`src/rtl/ring_ptr_mgr.sv`:
```
module ring_ptr_mgr #(
  parameter int RX_COUNT = 8,
  parameter int TX_COUNT = 6,
  parameter int REG_W    = 16,
  parameter int MAXC     = (RX_COUNT > TX_COUNT) ? RX_COUNT : TX_COUNT,
  parameter int IDX_W    = $clog2(MAXC)
) (
  input  logic             clk,
  input  logic             rst_n,
  input  logic             reg_wr_en,
  input  logic             reg_wr_sel,
  input  logic [REG_W-1:0] reg_wr_data,
  input  logic [1:0]       reg_rd_sel,
  output logic [REG_W-1:0] reg_rd_data,
  output logic             rx_empty,
  output logic [IDX_W-1:0] rx_index,
  input  logic             rx_done,
  input  logic             rx_eop,
  output logic             rx_wb_valid,
  output logic [IDX_W-1:0] rx_wb_index,
  output logic [1:0]       rx_wb_status,
  output logic             tx_empty,
  output logic             tx_full,
  output logic [IDX_W-1:0] tx_index,
  input  logic             tx_done,
  input  logic [2:0]       tx_cmd,
  output logic             tx_wb_valid,
  output logic [IDX_W-1:0] tx_wb_index,
  output logic [1:0]       tx_wb_status
);
  localparam logic [IDX_W-1:0] RX_LAST = IDX_W'(RX_COUNT - 1);
  localparam logic [IDX_W-1:0] TX_LAST = IDX_W'(TX_COUNT - 1);
  localparam logic [REG_W-1:0] RX_LIM  = REG_W'(RX_COUNT);
  localparam logic [REG_W-1:0] TX_LIM  = REG_W'(TX_COUNT);
  localparam int PAD = REG_W - IDX_W;

  logic [IDX_W-1:0] rx_head, rx_tail, tx_head, tx_tail;
  logic [IDX_W-1:0] rx_head_nx, tx_head_nx, tx_tail_nx;
  logic             rx_take, tx_take;
  logic             rx_wr_ok, tx_wr_ok;

  assign rx_head_nx = (rx_head == RX_LAST) ? '0 : rx_head + 1'b1;
  assign tx_head_nx = (tx_head == TX_LAST) ? '0 : tx_head + 1'b1;
  assign tx_tail_nx = (tx_tail == TX_LAST) ? '0 : tx_tail + 1'b1;

  assign rx_empty = (rx_head == rx_tail);
  assign tx_empty = (tx_head == tx_tail);
  assign tx_full  = (tx_tail_nx == tx_head);
  assign rx_index = rx_head;
  assign tx_index = tx_head;

  assign rx_take  = rx_done && !rx_empty;
  assign tx_take  = tx_done && !tx_empty;
  assign rx_wr_ok = reg_wr_en && !reg_wr_sel && (reg_wr_data < RX_LIM);
  assign tx_wr_ok = reg_wr_en &&  reg_wr_sel && (reg_wr_data < TX_LIM);

  always_comb begin
    case (reg_rd_sel)
      2'd0:    reg_rd_data = {{PAD{1'b0}}, rx_head};
      2'd1:    reg_rd_data = {{PAD{1'b0}}, rx_tail};
      2'd2:    reg_rd_data = {{PAD{1'b0}}, tx_head};
      default: reg_rd_data = {{PAD{1'b0}}, tx_tail};
    endcase
  end

  always_ff @(posedge clk) begin
    if (!rst_n) begin
      rx_head <= '0;
      rx_tail <= RX_LAST;
      tx_head <= '0;
      tx_tail <= '0;
    end else begin
      if (rx_take)  rx_head <= rx_head_nx;
      if (tx_take)  tx_head <= tx_head_nx;
      if (rx_wr_ok) rx_tail <= reg_wr_data[IDX_W-1:0];
      if (tx_wr_ok) tx_tail <= reg_wr_data[IDX_W-1:0];
    end
  end

  always_ff @(posedge clk) begin
    if (!rst_n) begin
      rx_wb_valid  <= 1'b0;
      rx_wb_index  <= '0;
      rx_wb_status <= '0;
      tx_wb_valid  <= 1'b0;
      tx_wb_index  <= '0;
      tx_wb_status <= '0;
    end else begin
      rx_wb_valid <= rx_take;
      if (rx_take) begin
        rx_wb_index  <= rx_head;
        rx_wb_status <= {rx_eop, 1'b1};
      end
      tx_wb_valid <= tx_take && tx_cmd[2];
      if (tx_take && tx_cmd[2]) begin
        tx_wb_index  <= tx_head;
        tx_wb_status <= {tx_cmd[0], 1'b1};
      end
    end
  end
endmodule


```
`config.mk`:
```
export PLATFORM = sky130hd
export DESIGN_NAME = ring_ptr_mgr
export DESIGN_NICKNAME = d
export VERILOG_FILES = /design/src/rtl/ring_ptr_mgr.sv
export SDC_FILE = /design/constraint.sdc
export NUM_CORES = 1
export LEC_CHECK = 0
export BUFFER_PORTS_ARGS = -buffer_cell sky130_fd_sc_hd__buf_2
export CAP_MARGIN = 10
export CORE_MARGIN = 8
export CORE_UTILIZATION = 45
export DETAILED_ROUTE_END_ITERATION = 6
export MAX_ROUTING_LAYER = met4
export PLACE_DENSITY = 0.79
export SLEW_MARGIN = 10
export SYNTH_ARGS = -nofsm -noshare
export SYNTH_HDL_FRONTEND = slang
export SYNTH_SLANG_ARGS = --single-unit
export TNS_END_PERCENT = 10
```
`constraint.sdc`:
```
create_clock -name clk -period 2.05 [get_ports clk]
set_clock_uncertainty 0.05 [all_clocks]
set_input_delay 0.41 -clock clk [delete_from_list [all_inputs] [get_ports clk]]
set_output_delay 0.41 -clock clk [all_outputs]
set_load 0.02 [all_outputs]
```
* Word level (Yosys, flattened, before mapping)
Cells that the tools add are included.
** Storage, ports and cells
- Input port bits :: 28
- Register bits after elaboration :: 24
- Word-level logic and storage cells :: 38
** Operators by class
- Order comparisons :: 2
- Equality and inequality tests :: 8
- $add $sub $neg :: 3
- Reduce and logical (&&, ||, !) cells :: 11
- Muxes and demuxes :: 4
** Operator list (count)
- $lt A16 B3 Y1 const B :: 1
- $lt A16 B4 Y1 const B :: 1
- $add A3 B1 Y3 const B :: 3
- $eq A3 B3 Y1 :: 3
- $eq A3 B3 Y1 const B :: 3
- $mux W3 :: 3
- $pmux W3 S3 :: 1
- $logic_and A1 B1 Y1 :: 7
- $logic_not A1 Y1 :: 3
- $eq A2 B1 Y1 const B :: 1
- $eq A2 B2 Y1 const B :: 1
- $logic_not A2 Y1 :: 1

* Depth between registers and ports, before layout
Gate-level depths: netlist of run 1.
- Depth after elaboration :: 4
- Gate-level depth with buffers :: 5
- Mapped depth without buffers :: 4

* Least setup slack after synthesis of run 1
Ideal clock, no wire load.
- Kind :: register to output
- From :: register tx_head[1], in the netlist tx_index[1]
- To :: output tx_full
- Data arrival time :: 1.735 ns
- Path buffers :: 1
- Stages on the path, launching flop included :: 6
- Path slack :: -0.145 ns
- Path through :: dfxtp_1 -> buf_2 -> or3b_2 -> a21oi_1 -> o21ai_0 -> o21ai_0
** Between the ends
- Cells in the longest elaborated chain, start to end :: 1
** RTL lines
- from (decl) :: RTL line 37 : logic [IDX_W-1:0] rx_head, rx_tail, tx_head, tx_tail;
- from (signal assigned) :: RTL line 74 : if (tx_take) tx_head <= tx_head_nx;
- $eq A3 B3 Y1 :: RTL line 48 : assign tx_full = (tx_tail_nx == tx_head);
- to (decl) :: RTL line 23 : output logic tx_full,
Every way passes these cells.

* Worst setup path in the final report of run 1
- From :: register tx_tail[2]
- To :: output tx_full
** Between the ends
- Cells in the longest elaborated chain, start to end :: 3
- Elaborated cells between the ends (all ways) :: 4
- Classes of those cells :: add/sub (1); eq/ne (2); mux (1)
** RTL lines
- from (decl) :: RTL line 37
- from (signal assigned) :: RTL line 76 : if (tx_wr_ok) tx_tail <= reg_wr_data[IDX_W-1:0];
- $add A3 B1 Y3 / $eq A3 B3 Y1 (equally long branches) :: RTL line 44 : assign tx_tail_nx = (tx_tail == TX_LAST) ? '0 : tx_tail + 1'b1;
- $mux W3 (*) :: RTL line 44
- $eq A3 B3 Y1 (*) :: RTL line 48
Mark *: on every way between the ends. The rest lies on a longest branch, timed or not.

==> results.sh, run 1 <==
export IMPL_yosys_area_top_type="dfxtp_1"
export IMPL_multiInputGateArea_um2=733
export IMPL_die_area_um2=4830
export IMPL_ios=65
export IMPL_antenna_left=0
export IMPL_ys_warn_count=0
export IMPL_area_growth_pct=23.4
export IMPL_die_h_um=69.5
export IMPL_clk_latency_ns=0.32
export IMPL_min_to="tx_wb_status[1]"
export IMPL_async_flop_share_pct=0
export IMPL_antenna_diode_count=0
export IMPL_reg2reg_to="rx_index[0]"
export IMPL_reg2reg_from="rx_index[0]"
export IMPL_power_density_nw_per_um2=545
export IMPL_syn_area_um2=1290
export IMPL_die_width_um=69.5
export IMPL_synth_cell_types=31
export IMPL_clk_pin_slew_ns=0.13
export IMPL_grt_overflow=0
export IMPL_r2r_setup_slack_ns=0.44
export IMPL_fin_area_um2=1590
export IMPL_viasPerCell=5.23
export IMPL_synth_edf_count=0
export IMPL_drive_gt1_share_pct=38.1
export IMPL_path_max_fanout=2
export IMPL_drt_wl_total_um=3290
export IMPL_status="complete, but fails checks"
export IMPL_yosysTopAreaCellShare_pct=37.3
export IMPL_numPortBuffers=50
export IMPL_drcViolationCount=0
export IMPL_p_leak_uw=0.000737
export IMPL_synth_seq_cells=24
export IMPL_fillers=261
export IMPL_worstPathArrival_ns=1.64
export IMPL_hold_viol_final=0
export IMPL_clockRootBuffer="clkbuf_4"
export IMPL_worstMarginPinSlew_ns=0.548
export IMPL_firstDrtPassIters=4
export IMPL_hp_class="in -> reg"
export IMPL_std_cell_rows=19
export IMPL_max_freq_mhz=476
export IMPL_ys_top_cells_by_area="dfxtp_1 (37%), buf_4 (7.6%), nand2_1 (6.1%)"
export IMPL_cts_tree="done"
export IMPL_grt_use_total_pct=13.7
export IMPL_core_area_um2=2730
export IMPL_syn_mean_instance_area_um2=8.88
export IMPL_grt_start_max_net_pins=30
export IMPL_regArea_um2=487
export IMPL_antenna_found_initial=0
export IMPL_h_tree_depth=1
export IMPL_most_common_layout_cells="buf_2 (49), nand2_1 (21), dfxtp_1 (21)"
export IMPL_r2r_worst_path_cells=4
export IMPL_whs_path_depth=3
export IMPL_violations="negative setup slack"
export IMPL_vias=1177
export IMPL_clockBufferDepth=2
export IMPL_start_util_pct=47.1
export IMPL_layout_setup_ws_ns=-0.0525
export IMPL_fin_nets=225
export IMPL_finalCriticalPeriod_ns=2.10
export IMPL_min_from="tx_cmd[0]"
export IMPL_worstPathRequired_ns=1.59
export IMPL_rsz0062_at_grt="yes"
export IMPL_dp_hpwl_um=2460
export IMPL_yosysSeqAreaShare_pct=37.3
export IMPL_gp_congestion=0.823
export IMPL_critical_path_endpoint_type="output port"
export IMPL_drt_iter0_drc=108
export IMPL_fin_crit_sh_pct=103
export IMPL_relSlewSlack_pct=63.5
export IMPL_crit_type="reg -> out"
export IMPL_placedInstanceArea_um2=1510
export IMPL_maxCapViolations=0
export IMPL_critPathLaunchType="register"
export IMPL_final_max_slew_viol_count=0
export IMPL_numCtsBuffers=3
export IMPL_cts_sinks=24
export IMPL_grt_pass1_vias=1218
export IMPL_final_common_cell="buf_2"
export IMPL_worst_hold_slack_ns=0.252
export IMPL_synth_main_ff_cell="dfxtp_1"
export IMPL_finalSetupViolCount=1
export IMPL_syn_inst=145
export IMPL_wl_per_cell_um=14.6
export IMPL_grt_pass1_wl_um=5430
export IMPL_ir_drop_v=0.000330
[synth_stat cells (all sizes together) (2+ instances only)]
cell     n
dfxtp   24
nand2   21
buf     16
o21ai   15
nand3   11
nor2     8
inv      5
mux2i    5
clkbuf   4
xnor2    4
a21oi    3
mux4     3
o41a     3
xor2     3
a31oi    2
ha       2
nor3     2
nor4     2
or3      2
[cell families (layout without fill, tap and decap cells)]
group                    after synthesis  after routing  share of synthesized area, %
multiplexers                           8              8                          9.13
AO/OA/AOI/OAI                         25             25                          13.4
AND/OR/NAND/NOR                       53             53                          21.8
adder cells (fa/ha/maj)                2              2                          1.94
other                                  1             13                         0.291
XOR/XNOR                               7              7                          4.76
buffers and inverters                 25             62                          11.4
flip-flops                            24             24                          37.3
[stage by stage]
stage	util, %	instances	setup slack (ns)	TNS, ns	total power [uW]
after global routing	58.1	225	-0.0964	-0.0964	913
after detailed placement	55.2	220	0.276	0	623
after floorplan	-	157	0.00157	0	589
final	58.1	225	-0.0525	-0.0525	866
after global placement	55.2	220	0.281	0	620
after CTS	57.3	225	0.00128	0	869
[area by class of cell]
type	count	area share [%]
flip-flops and latches	24	30.6
inverters	5	1.18
multi-input cells	108	46.1
well taps	31	2.44
repair buffers	53	17.3
clock buffers	4	2.28
[registers in the layout, indices dropped and copies added, names as in the netlist]
register      cells
rx_tail           3
rx_wb_index       3
tx_tail           3
tx_wb_status      2
tx_index          3
tx_wb_valid       1
rx_index          3
tx_wb_index       3
rx_wb_valid       1
rx_wb_status      2
[worst max path at each step]
stage	startpoint	to	slack, ns	cells past startpoint
2_1_floorplan	tx_index[1]	tx_full	0.002	5
4_1_cts	tx_tail[2]	tx_full	0.001	5
5_1_grt	tx_tail[2]	tx_full	-0.1	5
6_report	tx_tail[2]	tx_full	-0.05	5
3_3_place_gp	tx_tail[2]	tx_full	0.28	5
3_5_place_dp	tx_tail[2]	tx_full	0.28	5
[critical path: stages, from the launching register on]
cell	delay, ns
dfxtp_4	0.37
or3b_4	0.38
a21oi_2	0.12
o21ai_1	0.08
o21ai_1	0.19
buf_4	0.18
[metal layers]
metal,up-vias,part of all wire [%],global-route usage [%]
met5,-,0,-
met4,0,2.1,6.15
met3,7,7.8,4.72
met2,62,46,22.6
met1,530,44,14.3
li1,578,-,-
[where the power goes]
part           total [uW]  switching (uW)  internal (uW)
registers             482            8.31            473
logic                 130            85.4           44.9
clock network         254             145            109
[what timing repair did]
item	CTS	global route
hold buffers	0	0
buffers inserted	1	0
pin swaps	2	2
setup endpoints to repair	1	2
gates resized for setup	6	5
Note: power is estimated with default switching activity, not from simulation.
==> run 2: changes to the inputs <==
- CORE_MARGIN: 8 -> 2
- clock period: 2.05 -> 2 ns (I/O delays scaled with it)
==> results.sh, run 2 (synthesis results as in run 1) <==
export IMPL_vias=1161
export IMPL_finalCriticalPeriod_ns=1.98
export IMPL_numPortBuffers=50
export IMPL_layoutNonFillerInstCount=226
export IMPL_ir_drop_v=0.000365
export IMPL_fin_nets=226
export IMPL_start_util_pct=47.1
export IMPL_path_cells="or3b_4 > a21oi_2 > o21ai_2 > o21ai_2 > buf_6"
export IMPL_maxCapViolations=0
export IMPL_antenna_left=0
export IMPL_final_common_cell="buf_2"
export IMPL_grt_start_max_net_pins=30
export IMPL_drcViolationCount=0
export IMPL_cts_tree="done"
export IMPL_std_cell_rows=19
export IMPL_h_tree_depth=1
export IMPL_die_area_um2=3310
export IMPL_path_buf_inv=1
export IMPL_gp_congestion=0.812
export IMPL_drt_iter0_drc=56
export IMPL_drt_wl_total_um=2630
export IMPL_firstDrtPassIters=4
export IMPL_dp_hpwl_um=1930
export IMPL_grt_pass1_vias=920
export IMPL_die_width_um=57.5
export IMPL_worstPathArrival_ns=1.53
export IMPL_ios=65
export IMPL_drive_gt1_share_pct=40.0
export IMPL_ctsHoldBuffers=0
export IMPL_worstMarginPinSlew_ns=0.548
export IMPL_critical_path_endpoint_type="output port"
export IMPL_rsz0062_at_grt="yes"
export IMPL_dp_cells=221
export IMPL_status="completed"
export IMPL_clk_pin_slew_ns=0.13
export IMPL_die_h_um=57.5
export IMPL_antenna_found_initial=0
export IMPL_final_max_slew_viol_count=0
export IMPL_utilization_pct=58.8
export IMPL_path_common_cell="o21ai_2"
export IMPL_power_density_nw_per_um2=548
export IMPL_most_common_layout_cells="buf_2 (49), nand2_1 (21), dfxtp_1 (20)"
export IMPL_hold_viol_final=0
export IMPL_crit_type="reg -> out"
export IMPL_antenna_diode_count=0
export IMPL_critPathLaunchType="register"
export IMPL_grt_use_total_pct=15.8
export IMPL_grt_overflow=0
export IMPL_slowest_stage="or3b_4"
export IMPL_numCtsBuffers=3
export IMPL_hp_class="in -> reg"
export IMPL_max_freq_mhz=506
export IMPL_p_leak_uw=0.000745
export IMPL_viasPerCell=5.14
export IMPL_wl_per_cell_um=11.6
export IMPL_finalSetupViolCount=0
export IMPL_fin_crit_sh_pct=98.8
export IMPL_area_growth_pct=24.8
export IMPL_clk_latency_ns=0.32
export IMPL_relSlewSlack_pct=63.5
export IMPL_cts_sinks=24
export IMPL_fillers=232
export IMPL_core_area_um2=2730
export IMPL_path_max_fanout=2
export IMPL_clockRootBuffer="clkbuf_4"
export IMPL_worstPathRequired_ns=1.55
export IMPL_cpPeakStageDelay_ns=0.38
export IMPL_grt_pass1_wl_um=3970
export IMPL_cpLargestDelayFamily="simple AND/OR/NAND/NOR gates"
export IMPL_clockBufferDepth=2
## run 2: cell types whose count changed in the layout (fill, tap and decap cells not counted), sizes merged
cell	previous run	this run
buf	53	54
## run 2: layout make-up
cell class                 instances  area, um^2  area share, %
clock buffer                       4        36.3           2.26
inverter                           5        18.8           1.17
multi-input combinational        108         741           46.1
sequential                        24         485           30.2
tap                               31        38.8           2.41
timing repair buffer              54         287           17.8
## run 2: layer usage
layer  up-vias  track usage (%)  wire [um]  share of wire [%]
li1        579                -          -                  -
met5         -                -          0                  0
met3         7             1.81        257                9.8
met1       505             20.4       1170                 45
met4         0             8.64         69                2.6
met2        70             24.0       1130                 43
## run 2: worst paths after layout
path	start	end	depth (start not counted)	slack (ns)
hold reg to reg	rx_wb_status[0]	rx_wb_status[0]	2	0.41
hold / removal	tx_cmd[0]	tx_wb_status[1]	3	0.24
setup / recovery	tx_tail[2]	tx_full	5	0.02
setup reg to reg	rx_index[0]	rx_index[0]	4	0.38
## run 2: stage by stage
| step | setup TNS, ns | power, uW | instance area (um^2) | hold slack [ns] | worst slack (ns) |
|---|---|---|---|---|---|
| floorplan | 0 | 603 | 1340 | 0.427 | 0.0424 |
| global placement | 0 | 634 | 1520 | 0.383 | 0.270 |
| detailed placement | 0 | 635 | 1520 | 0.395 | 0.248 |
| CTS | -0.0100 | 889 | 1580 | 0.231 | -0.0100 |
| global route | -0.0306 | 918 | 1610 | 0.260 | -0.0306 |
| finish | 0 | 881 | 1610 | 0.240 | 0.0243 |
## run 2: report_power, final
part	internal (uW)	total [uW]	switching (uW)
registers	486	494	7.84
logic	46.0	131	84.7
clock network	111	255	144
total	644	881	237
## run 2: tightest hold or removal path, cell delays in order
cell and delay [ns]:
buf_2 0.08, nand3_1 0.05, o21ai_0 0.06
## run 2: what timing repair did
item,4_1_cts,5_1_grt
setup buffers,1,0
setup endpoints to repair,1,2
gates cloned,0,0
gates resized for setup,7,6
pin swaps,2,2
==> run 3: changes to the inputs <==
- CORE_UTILIZATION: 45 -> 47
- CTS_BUF_LIST: unset -> sky130_fd_sc_hd__clkbuf_2
- HOLD_SLACK_MARGIN: unset -> 0.12
- PLACE_DENSITY: 0.79 -> 0.82
==> results.sh, run 3 (synthesis results as in run 1) <==
export IMPL_status="complete, but fails checks"
export IMPL_violations="negative setup slack"
export IMPL_layoutNonFillerInstCount=225
export IMPL_ir_drop_v=0.000624
export IMPL_start_util_pct=50.6
export IMPL_slowest_stage="dfxtp_2"
export IMPL_grt_pass1_wl_um=4520
export IMPL_finalSetupViolCount=2
export IMPL_worstMarginPinSlew_ns=0.557
export IMPL_rsz0062_at_grt="yes"
export IMPL_gp_congestion=0.776
export IMPL_grt_use_total_pct=18.6
export IMPL_final_max_slew_viol_count=0
export IMPL_path_common_cell="o21ai_2"
export IMPL_crit_type="reg -> out"
export IMPL_drive_gt1_share_pct=40.5
export IMPL_ctsHoldBuffers=0
export IMPL_std_cell_rows=18
export IMPL_critPathLaunchType="register"
export IMPL_antenna_left=0
export IMPL_ios=65
export IMPL_hp_class="in -> reg"
export IMPL_p_clk_share_pct=34.1
export IMPL_dp_cells=219
export IMPL_drt_iter0_drc=17
export IMPL_most_common_layout_cells="buf_2 (48), nand2_1 (21), dfxtp_1 (19)"
export IMPL_cts_tree="done"
export IMPL_power_frac_comb_pct=14.0
export IMPL_max_freq_mhz=483
export IMPL_cpPeakStageDelay_ns=0.39
export IMPL_grt_overflow=0
export IMPL_power_density_nw_per_um2=579
export IMPL_viasPerCell=5.16
export IMPL_pwr_share_seq_pct=51.9
export IMPL_path_max_fanout=2
export IMPL_clk_pin_slew_ns=0.24
export IMPL_wl_per_cell_um=13.2
export IMPL_pre_cts_ws_ns=0.179
export IMPL_die_width_um=56.3
export IMPL_core_area_um2=2540
export IMPL_area_growth_pct=28.0
export IMPL_intPower_uw=707
export IMPL_layout_setup_ws_ns=-0.0701
export IMPL_finalCriticalPeriod_ns=2.07
export IMPL_path_cells="or3b_4 > a21oi_4 > o21ai_2 > o21ai_2 > buf_6"
export IMPL_h_tree_depth=1
export IMPL_final_common_cell="buf_2"
export IMPL_cts_sinks=24
export IMPL_grt_pass1_vias=1087
export IMPL_relSlewSlack_pct=62.8
export IMPL_numCtsBuffers=3
export IMPL_drcViolationCount=0
export IMPL_worst_hold_slack_ns=0.193
export IMPL_critical_path_endpoint_type="output port"
export IMPL_numPortBuffers=50
export IMPL_setup_tns_final_ns=-0.103
export IMPL_vias=1160
export IMPL_grt_start_max_net_pins=30
export IMPL_drt_wl_total_um=2960
export IMPL_clockRootBuffer="clkbuf_2"
export IMPL_fin_crit_sh_pct=104
export IMPL_p_leak_uw=0.000754
export IMPL_switching_share_pct=26.0
export IMPL_die_area_um2=3170
export IMPL_hold_viol_final=0
export IMPL_p_switching_uw=248
export IMPL_antenna_diode_count=0
export IMPL_firstDrtPassIters=4
export IMPL_clk_latency_ns=0.36
export IMPL_worstPathArrival_ns=1.62
export IMPL_placedInstanceArea_um2=1510
export IMPL_clockBufferDepth=2
export IMPL_fin_area_um2=1650
export IMPL_worstPathRequired_ns=1.55
export IMPL_die_h_um=56.3
export IMPL_dp_hpwl_um=2150
export IMPL_fin_nets=226
export IMPL_maxCapViolations=0
export IMPL_antenna_found_initial=0
[run 3: area by class of cell]
type                            count  area [um^2]
Fill cell                         224          897
Inverter                            5         18.8
Clock inverter                      1         30.0
Clock buffer                        3         15.0
Timing Repair Buffer               54          300
Tap cell                           30         37.5
Sequential cell                    24          489
Multi-Input combinational cell    108          757
[run 3: final timing paths]
kind                            slack, ns       startpoint         endpoint  depth (start not counted)
worst max-delay path                -0.07      tx_index[1]          tx_full                          5
worst min-delay path                 0.19        tx_cmd[0]  tx_wb_status[1]                          3
worst max register to register       0.42      tx_index[0]      tx_index[2]                          4
worst min register to register       0.43  rx_wb_status[0]  rx_wb_status[0]                          2
[run 3: repair_timing]
| item | in CTS | in global routing |
|---|---|---|
| setup endpoints to repair | 2 | 5 |
| buffers inserted | 2 | 0 |
| resized for setup | 12 | 9 |
| hold endpoints to repair | 0 | 0 |
| pin swaps | 4 | 4 |
[run 3: worst max-delay path: cells and delay by family (launching register included)]
| kind | cells | cell delay [ns] |
|---|---|---|
| AOI/OAI and AO/OA | 3 | 0.36 |
| buffers and inverters | 1 | 0.13 |
| and+or+nand+nor | 1 | 0.39 |
| DFF | 1 | 0.39 |
[run 3: through the flow]
step	utilization, %	power, uW
floorplan	-	603
CTS	63.2	953
detailed placement	59.4	637
finish	64.7	955
global placement	59.4	632
global route	64.7	991
[run 3: power by group through the flow]
stage               clock network [uW]  registers [uW]  logic [uW]
floorplan                            0             515        88.7
global placement                     0             505         128
detailed placement                   0             506         132
CTS                                325             495         132
global route                       348             498         145
finish                             326             495         133
[run 3: per-layer routing]
metal / wire length (um) / GRT usage, % / vias up
met5: 0 / - / -
met4: 65 / 9.86 / 0
met3: 213 / 3.00 / 7
met2: 1550 / 34.6 / 56
met1: 1130 / 18.4 / 518
li1: - / - / 579
